**src/rtl/spm_pkg.sv**
```systemverilog
package spm_pkg;
  typedef enum logic [1:0] {
    ST_ARMED  = 2'd0,
    ST_WAIT   = 2'd1,
    ST_COUNT  = 2'd2,
    ST_RESULT = 2'd3
  } spmState_t;

  typedef struct packed {
    logic clrCnt;
    logic incCnt;
    logic latchDone;
    logic latchTimeout;
    logic clrResult;
  } spmStrobe_t;
endpackage

```
**src/rtl/spm_sync2.sv**
```systemverilog
module spm_sync2 #(
  parameter int WIDTH = 2
) (
  input  logic             clk,
  input  logic             rstN,
  input  logic [WIDTH-1:0] asyncIn,
  output logic [WIDTH-1:0] syncOut
);
  logic [WIDTH-1:0] stage1;
  logic [WIDTH-1:0] stage2;

  always_ff @(posedge clk) begin
    if (!rstN) begin
      stage1 <= '0;
      stage2 <= '0;
    end else begin
      stage1 <= asyncIn;
      stage2 <= stage1;
    end
  end

  assign syncOut = stage2;
endmodule

```
**src/rtl/spm_ctrl.sv**
```systemverilog
module spm_ctrl
  import spm_pkg::*;
(
  input  logic       clk,
  input  logic       rstN,
  input  logic       pulseSync,
  input  logic       syncRise,
  input  logic       trigRise,
  input  logic       cntLast,
  input  logic       readAck,
  output spmStrobe_t stb,
  output logic       armed
);
  spmState_t state;
  spmState_t stateNext;

  always_comb begin
    stateNext = state;
    stb = '0;
    unique case (state)
      ST_ARMED: begin
        if (pulseSync) stateNext = ST_WAIT;
      end
      ST_WAIT: begin
        if (syncRise) begin
          stateNext = ST_COUNT;
          stb.clrCnt = 1'b1;
        end
      end
      ST_COUNT: begin
        if (trigRise) begin
          stateNext = ST_RESULT;
          stb.latchDone = 1'b1;
        end else if (cntLast) begin
          stateNext = ST_RESULT;
          stb.latchTimeout = 1'b1;
        end else begin
          stb.incCnt = 1'b1;
        end
      end
      ST_RESULT: begin
        if (readAck) begin
          stateNext = ST_ARMED;
          stb.clrResult = 1'b1;
        end
      end
      default: stateNext = ST_ARMED;
    endcase
  end

  always_ff @(posedge clk) begin
    if (!rstN) state <= ST_ARMED;
    else       state <= stateNext;
  end

  assign armed = (state == ST_ARMED);
endmodule

```
**src/rtl/spm_dp.sv**
```systemverilog
module spm_dp
  import spm_pkg::*;
#(
  parameter int DIV     = 8,
  parameter int SHIFT_W = 4,
  parameter int CNT_W   = $clog2(DIV + 1)
) (
  input  logic                      clk,
  input  logic                      rstN,
  input  logic                      syncClkSync,
  input  logic                      shiftStb,
  input  logic signed [SHIFT_W-1:0] shiftAmt,
  input  spmStrobe_t                stb,
  output logic                      syncRise,
  output logic                      trigRise,
  output logic                      cntLast,
  output logic                      trigClk,
  output logic                      measDone,
  output logic                      measTimeout,
  output logic [CNT_W-1:0]          measCount
);
  localparam int DW   = (DIV > 2) ? $clog2(DIV) : 1;
  localparam int HALF = DIV / 2;
  localparam logic [CNT_W-1:0] DIV_C = CNT_W'(DIV);

  logic [DW-1:0]    divCnt;
  logic [DW-1:0]    divNext;
  logic             trigPrev;
  logic             syncPrev;
  logic [CNT_W-1:0] cnt;
  logic [CNT_W-1:0] cntInc;

  // divider phase update with optional signed shift, wrapped into 0..DIV-1
  always_comb begin
    int sumI;
    int modI;
    sumI = int'(divCnt) + 1 + (shiftStb ? int'(shiftAmt) : 0);
    modI = sumI % DIV;
    if (modI < 0) modI = modI + DIV;
    divNext = modI[DW-1:0];
  end

  assign trigClk  = (int'(divCnt) < HALF);
  assign trigRise = trigClk & ~trigPrev;
  assign syncRise = syncClkSync & ~syncPrev;
  assign cntInc   = cnt + CNT_W'(1);
  assign cntLast  = (cntInc == DIV_C);

  always_ff @(posedge clk) begin
    if (!rstN) begin
      divCnt   <= '0;
      trigPrev <= 1'b1;
      syncPrev <= 1'b0;
    end else begin
      divCnt   <= divNext;
      trigPrev <= trigClk;
      syncPrev <= syncClkSync;
    end
  end

  always_ff @(posedge clk) begin
    if (!rstN) begin
      cnt         <= '0;
      measDone    <= 1'b0;
      measTimeout <= 1'b0;
      measCount   <= '0;
    end else begin
      if (stb.clrCnt)      cnt <= '0;
      else if (stb.incCnt) cnt <= cntInc;
      if (stb.latchDone) begin
        measDone  <= 1'b1;
        measCount <= cntInc;
      end
      if (stb.latchTimeout) begin
        measTimeout <= 1'b1;
        measCount   <= '0;
      end
      if (stb.clrResult) begin
        measDone    <= 1'b0;
        measTimeout <= 1'b0;
        measCount   <= '0;
      end
    end
  end
endmodule

```
**src/rtl/sync_phase_meter.sv**
```systemverilog
module sync_phase_meter
  import spm_pkg::*;
#(
  parameter int DIV     = 8,
  parameter int SHIFT_W = 4,
  parameter int CNT_W   = $clog2(DIV + 1)
) (
  input  logic                      clk,
  input  logic                      rstN,
  input  logic                      syncClkAsync,
  input  logic                      syncPulseAsync,
  input  logic                      shiftStb,
  input  logic signed [SHIFT_W-1:0] shiftAmt,
  input  logic                      readAck,
  output logic                      trigClk,
  output logic                      armed,
  output logic                      measDone,
  output logic                      measTimeout,
  output logic [CNT_W-1:0]          measCount
);
  logic [1:0] syncVec;
  spmStrobe_t stb;
  logic       syncRise;
  logic       trigRise;
  logic       cntLast;

  spm_sync2 #(.WIDTH(2)) u_sync (
    .clk     (clk),
    .rstN    (rstN),
    .asyncIn ({syncPulseAsync, syncClkAsync}),
    .syncOut (syncVec)
  );

  spm_ctrl u_ctrl (
    .clk       (clk),
    .rstN      (rstN),
    .pulseSync (syncVec[1]),
    .syncRise  (syncRise),
    .trigRise  (trigRise),
    .cntLast   (cntLast),
    .readAck   (readAck),
    .stb       (stb),
    .armed     (armed)
  );

  spm_dp #(.DIV(DIV), .SHIFT_W(SHIFT_W), .CNT_W(CNT_W)) u_dp (
    .clk         (clk),
    .rstN        (rstN),
    .syncClkSync (syncVec[0]),
    .shiftStb    (shiftStb),
    .shiftAmt    (shiftAmt),
    .stb         (stb),
    .syncRise    (syncRise),
    .trigRise    (trigRise),
    .cntLast     (cntLast),
    .trigClk     (trigClk),
    .measDone    (measDone),
    .measTimeout (measTimeout),
    .measCount   (measCount)
  );
endmodule

```
**config.mk**
```make
export PLATFORM = sky130hd
export DESIGN_NAME = sync_phase_meter
export DESIGN_NICKNAME = d
export VERILOG_FILES = /design/src/rtl/spm_pkg.sv /design/src/rtl/spm_sync2.sv /design/src/rtl/spm_ctrl.sv /design/src/rtl/spm_dp.sv /design/src/rtl/sync_phase_meter.sv
export SDC_FILE = /design/constraint.sdc
export NUM_CORES = 1
export LEC_CHECK = 0
export ABC_AREA = 0
export BUFFER_PORTS_ARGS = -buffer_cell sky130_fd_sc_hd__buf_4
export CAP_MARGIN = 20
export CORE_AREA = 2 2 44 50
export DETAILED_ROUTE_END_ITERATION = 7
export DIE_AREA = 0 0 46 52
export GPL_TIMING_DRIVEN = 0
export PLACE_DENSITY = 0.78
export SYNTH_ARGS = -nofsm -noshare
export SYNTH_HDL_FRONTEND = slang
export SYNTH_SLANG_ARGS = --single-unit
```
**constraint.sdc**
```tcl
create_clock -name clk -period 3.71 [get_ports clk]
set_clock_uncertainty 0.2 [all_clocks]
set_input_delay 0.371 -clock clk [delete_from_list [all_inputs] [get_ports clk]]
set_output_delay 0.371 -clock clk [all_outputs]
set_load 0.005 [all_outputs]
```
==> results of run 1 <==
==> layout make-up <==
class	count	area share
Inverter	8	0.0253
Timing Repair Buffer	16	0.101
Clock buffer	3	0.0190
Clock inverter	1	0.00634
Buffer	2	0.00739
Tap cell	19	0.0201
Sequential cell	21	0.355
Multi-Input combinational cell	69	0.466
==> worst paths after layout <==
| path | start | to | cells past startpoint |
|---|---|---|---|
| min | syncPulseAsync | u_sync.stage1[1] | 2 |
| min reg2reg | u_sync.stage1[1] | u_sync.syncOut[1] | 1 |
| max | u_dp.divCnt[0] | u_dp.divCnt[2] | 6 |
| max reg2reg | u_dp.divCnt[0] | u_dp.divCnt[2] | 6 |
==> metal layers <==
metal / vias to the layer above / GRT usage
li1: 374 / -
met1: 341 / 0.188
met2: 13 / 0.317
met3: 2 / 0.0208
met4: 0 / 0.0952
met5: - / 0
==> power by group through the flow <==
stage / Combinational, W / Sequential, W / Clock (W)
2_1_floorplan: 0.000132 / 0.000273 / 0
3_3_place_gp: 0.000173 / 0.000276 / 0
3_5_place_dp: 0.000183 / 0.000278 / 0
4_1_cts: 0.000183 / 0.000274 / 0.000116
5_1_grt: 0.000204 / 0.000277 / 0.000125
6_report: 0.000181 / 0.000273 / 0.000111
==> through the flow <==
stage	utilization	cell area, um2	power, W	std cells	hold WS [ns]
global placement	0.603	1150	0.000449	135	0.215
detailed placement	0.603	1150	0.000461	135	0.236
global route	0.619	1180	0.000606	139	0.0514
CTS	0.619	1180	0.000572	139	0.0589
finish	0.619	1180	0.000565	139	0.0634
floorplan	-	1010	0.000406	100	0.212
==> state kept, by name, summed over array words and instances, names as in the netlist <==
name,count
u_ctrl.state,2
u_dp.measDone,1
u_dp.trigPrev,1
u_dp.divCnt,3
u_dp.measCount,4
u_dp.cnt,4
u_sync.syncOut,2
u_sync.stage1,2
u_dp.syncPrev,1
u_dp.measTimeout,1
==> layout by cell type, fill, tap and decap left out, types with 2 or more instances in the layout <==
master / n
dfxtp_1: 21
buf_4: 16
and2_1: 11
inv_1: 8
ha_1: 8
nand2_1: 5
mux2i_1: 5
xnor2_1: 5
nor2_1: 5
o21ai_0: 5
o21a_1: 3
o21ai_2: 3
nand3_1: 3
clkbuf_4: 3
a21oi_1: 2
a21boi_1: 2
==> kinds of logic after synthesis <==
logic type      synth area share
simple gates               0.160
compound gates             0.175
flops                      0.416
buf+inv                   0.0384
fa+ha+maj                  0.119
xor+xnor                  0.0433
mux                       0.0495
==> results.sh, run 1 <==
export IMPL_ioPinCount=18
export IMPL_status="finished, final reports clean"
export IMPL_post_route_period_util=0.523
export IMPL_vias=730
export IMPL_viasPerCell=5.25
export IMPL_slew_limit_headroom=0.702
export IMPL_p_leak_nw=0.523
export IMPL_synth_edf_count=0
export IMPL_period_minus_slack_ns=1.94
export IMPL_seqPwrFrac=0.484
export IMPL_grt_ovfl_total=0
export IMPL_finalWorstSetupSlack_ns=1.77
export IMPL_synth_most_common_cell="dfxtp_1"
export IMPL_drt_iter0_markers=6
export IMPL_rrSetupSlack_ns=1.77
export IMPL_dp_slack_ns=1.64
export IMPL_finalHoldViolCount=0
export IMPL_max_cap_viol_count=0
export IMPL_rsz0062_at_grt="no"
export IMPL_netlist_area_um2=1010
export IMPL_cts_root_buf="clkbuf_4"
export IMPL_switching_power_w=0.000182
export IMPL_top_layer="met4"
export IMPL_cts_setup_buffers=0
export IMPL_first_pass_iters=4
export IMPL_critPathMaxFanout=2
export IMPL_wl_um=1680
export IMPL_met2_length_um=913
export IMPL_drive_gt1_frac=0.242
export IMPL_crit_arrival_ns=1.94
export IMPL_ys_ff_latch=21
export IMPL_slowest_stage="fa_1"
export IMPL_avgSynthCellArea_um2=10.1
export IMPL_start_kind="register"
export IMPL_cts_tree="yes"
export IMPL_synthDistinctLibCells=28
export IMPL_htree_levels=1
export IMPL_grt_pass1_vias=744
export IMPL_clockBufferDepth=2
export IMPL_power_frac_clock=0.197
export IMPL_cts_hold_buf=0
export IMPL_detail_route_wl_per_cell_um=12.1
export IMPL_area_growth_pct=17.2
export IMPL_synthArstFlopShare=0
export IMPL_n_fill_cell=182
export IMPL_cts_made_buffers=3
export IMPL_internal_power_w=0.000384
export IMPL_ys_seq_area_frac=0.416
export IMPL_core_um2=1910
export IMPL_hpwl_um=1350
export IMPL_crit_family="adder cells"
export IMPL_final_max_slew_violation_count=0
export IMPL_slowest_delay_ns=0.44
export IMPL_cp_required_ns=3.71
export IMPL_drc_errors=0
export IMPL_multi_input_area_um2=552
export IMPL_final_nets=140
export IMPL_critical_path_cell_chain="ha_1 > fa_1 > xnor2_1 > xnor2_1 > xnor2_1 > and2_1"
export IMPL_final_seq_area_um2=420
export IMPL_crit_top_cell="xnor2_1"
export IMPL_synth_common_cells="dfxtp_1 (21), and2_1 (11), ha_1 (8), inv_1 (8)"
export IMPL_synthCells=100
export IMPL_hold_path_class="input pin to register"
export IMPL_endpoint_kind="register"
export IMPL_yosysWarnings=0
export IMPL_grt_max_degree=14
export IMPL_pwr_share_comb=0.319
export IMPL_power_density_nw_per_um2=477
export IMPL_core_rowCount=17
export IMPL_gr_usage_all_layers=0.175
export IMPL_drt_met1_wl_um=703
export IMPL_antenna_found_initial=0
export IMPL_dieHeight_um=52
export IMPL_path_class="register to register"
export IMPL_port_buffers=16
export IMPL_worstMarginPinSlew_ns=0.443
export IMPL_clk_latency_ns=0.30
export IMPL_vdd_ir_drop_max_v=0.000286
export IMPL_n_antenna_cell=0
export IMPL_setup_viol=0
export IMPL_path_clk_slew_ns=0.13
export IMPL_routabilityCongestion=0.816
export IMPL_dieArea_um2=2390
export IMPL_grt_pass1_wl_um=3020
export IMPL_yosysTopAreaCell="dfxtp_1"
export IMPL_synth_top_area_frac=0.416
export IMPL_die_w_um=46
export IMPL_fin_tns_setup_ns=0
export IMPL_crit_buf_inv=0
export IMPL_wl_met3_um=44
export IMPL_swShare=0.322
export IMPL_max_freq_ghz=0.515
export IMPL_synthTopCellsByArea="dfxtp_1 (42%), ha_1 (9.9%), and2_1 (6.8%)"
export IMPL_cts_sinks=21
export IMPL_start_util=0.528
export IMPL_synthFlopType="dfxtp_1"
export IMPL_antenna_left=0
export IMPL_synth_nets=119
export IMPL_cts_resized=0
Note: power is estimated with default switching activity, not from simulation.
==> inputs of run 2 (changes only) <==
--- a/config.mk
+++ b/config.mk
@@ -8,11 +8,11 @@
 export ABC_AREA = 0
 export BUFFER_PORTS_ARGS = -buffer_cell sky130_fd_sc_hd__buf_4
 export CAP_MARGIN = 20
-export CORE_AREA = 2 2 44 50
+export CORE_AREA = 2 2 45 51
 export DETAILED_ROUTE_END_ITERATION = 7
-export DIE_AREA = 0 0 46 52
+export DIE_AREA = 0 0 47 53
 export GPL_TIMING_DRIVEN = 0
-export PLACE_DENSITY = 0.78
+export PLACE_DENSITY = 0.75
 export SYNTH_ARGS = -nofsm -noshare
 export SYNTH_HDL_FRONTEND = slang
 export SYNTH_SLANG_ARGS = --single-unit
==> constraint.sdc (replaced) <==
create_clock -name clk -period 1.82 [get_ports clk]
set_clock_uncertainty 0.2 [all_clocks]
set_input_delay 0.182 -clock clk [delete_from_list [all_inputs] [get_ports clk]]
set_output_delay 0.182 -clock clk [all_outputs]
set_load 0.005 [all_outputs]
==> run 2 against run 1 <==
Effect of this change: the flow now finishes with violations (setup timing); largest power group unchanged; non-clock buffer count increased by 5; die area increased by 4.1%; via count increased by 3.6%; flip-flop and latch count unchanged; critical path depth unchanged.
==> results.sh, run 2 (same netlist as run 1, synthesis figures left out) <==
export IMPL_status="complete, but fails checks"
export IMPL_violations="setup timing"
export IMPL_hp_start="readAck"
export IMPL_antenna_found_initial=0
export IMPL_gr_usage_all_layers=0.167
export IMPL_final_common_cell="dfxtp_1"
export IMPL_max_cap_viol_count=0
export IMPL_viasPerCell=4.94
export IMPL_dieArea_um2=2490
export IMPL_n_fill_cell=174
export IMPL_fin_cells=153
export IMPL_drc_errors=0
export IMPL_power_frac_clock=0.184
export IMPL_internal_power_w=0.000804
export IMPL_setup_viol=1
export IMPL_dieHeight_um=53
export IMPL_die_w_um=47
export IMPL_wl_um=1700
export IMPL_cts_sinks=21
export IMPL_start_kind="register"
export IMPL_detail_route_wl_per_cell_um=11.1
export IMPL_area_growth_pct=25.7
export IMPL_crit_reg2reg_launch="u_dp.divCnt[0]"
export IMPL_whs_path_depth=3
export IMPL_cp_startpoint="u_dp.divCnt[0]"
export IMPL_switching_power_w=0.000369
export IMPL_first_pass_iters=4
export IMPL_drt_iter0_markers=13
export IMPL_ff2ff_path_depth=6
export IMPL_core_um2=1960
export IMPL_post_route_period_util=1.02
export IMPL_cts_made_buffers=3
export IMPL_hold_path_class="input pin to register"
export IMPL_htree_levels=1
export IMPL_antenna_left=0
export IMPL_period_minus_slack_ns=1.85
export IMPL_port_buffers=16
export IMPL_crit_arrival_ns=1.85
export IMPL_seqPwrFrac=0.477
export IMPL_placed_cells_incl_taps=144
export IMPL_cts_tree="yes"
export IMPL_top_regs="u_dp.cnt (4), u_dp.measCount (4), u_dp.divCnt (3)"
export IMPL_grt_pass1_wl_um=2980
export IMPL_hpwl_um=1290
export IMPL_rsz0062_at_grt="yes"
export IMPL_placed_area_um2=1170
export IMPL_n_antenna_cell=0
export IMPL_vdd_ir_drop_max_v=0.000624
export IMPL_grt_max_degree=12
export IMPL_clk_latency_ns=0.30
export IMPL_path_class="register to register"
export IMPL_cts_root_buf="clkbuf_4"
export IMPL_grt_pass1_vias=730
export IMPL_endpoint_kind="register"
export IMPL_fin_area_um2=1270
export IMPL_ioPinCount=18
export IMPL_pwr_share_comb=0.339
export IMPL_grt_ovfl_total=0
export IMPL_start_util=0.517
export IMPL_final_nets=145
export IMPL_max_freq_ghz=0.540
export IMPL_layout_common_cells="dfxtp_1 (20), buf_4 (18), and2_1 (11)"
export IMPL_final_max_slew_violation_count=0
export IMPL_drive_gt1_frac=0.288
export IMPL_routabilityCongestion=0.809
export IMPL_dp_slack_ns=-0.0431
export IMPL_finalHoldViolCount=0
export IMPL_power_density_nw_per_um2=923
export IMPL_p_leak_nw=0.551
export IMPL_cp_required_ns=1.82
export IMPL_critPathMaxFanout=2
export IMPL_path_clk_slew_ns=0.11
export IMPL_layout_core_utilization=0.650
export IMPL_worstMarginPinSlew_ns=0.385
export IMPL_slew_limit_headroom=0.741
export IMPL_finalWorstSetupSlack_ns=-0.0308
export IMPL_vias=756
export IMPL_core_rowCount=17
export IMPL_clockBufferDepth=2
export IMPL_swShare=0.315
## run 2: critical path: stages (launching register included)
cell	delay, ns
dfxtp_2	0.35
ha_4	0.24
fa_2	0.39
xnor2_2	0.15
xnor2_2	0.14
xnor2_1	0.13
and2_1	0.15
## run 2: worst paths after layout
check             slack [ns]                 to
setup / recovery       -0.03     u_dp.divCnt[2]
hold / removal          0.05      u_dp.measDone
setup reg to reg       -0.03     u_dp.divCnt[2]
hold reg to reg         0.24  u_sync.syncOut[0]
## run 2: layout make-up
cell class | instances | area [um2] | area share
multi-input combinational | 69 | 584 | 0.460
sequential | 21 | 422 | 0.332
timing repair buffer | 21 | 165 | 0.130
tap | 28 | 35.0 | 0.0276
inverter | 8 | 30.0 | 0.0236
clock buffer | 4 | 26.3 | 0.0207
buffer | 2 | 8.76 | 0.00689
## run 2: power by group through the flow
stage / combinational (W) / clock (W) / sequential (W)
2_1_floorplan: 0.000271 / 0 / 0.000558
3_3_place_gp: 0.000360 / 0 / 0.000563
3_5_place_dp: 0.000373 / 0 / 0.000567
4_1_cts: 0.000384 / 0.000227 / 0.000557
5_1_grt: 0.000453 / 0.000238 / 0.000568
6_report: 0.000398 / 0.000215 / 0.000560
## run 2: through the flow
stage               TNS [ns]  total power, W  hold WS [ns]
floorplan                  0        0.000829         0.109
detailed placement   -0.0431        0.000940         0.194
global placement     -0.0224        0.000923         0.192
CTS                 -0.00501         0.00117        0.0559
finish               -0.0308         0.00117        0.0498
global route         -0.0961         0.00126        0.0734
## run 2: layer usage
metal / global-route usage / part of all wire / vias to the layer above
met5: 0 / 0 / -
met4: 0.0694 / 0.0059 / 0
met3: 0.0307 / 0.023 / 2
met2: 0.301 / 0.54 / 11
met1: 0.185 / 0.43 / 355
li1: - / - / 388
## run 2: what timing repair did
action | 4_1_cts | 5_1_grt
endpoints found under the setup margin | 1 | 2
hold endpoints to repair | 4 | 0
hold buffers | 3 | 0
pin swaps | 1 | 2
gates resized for setup | 3 | 2
buffers inserted | 0 | 2
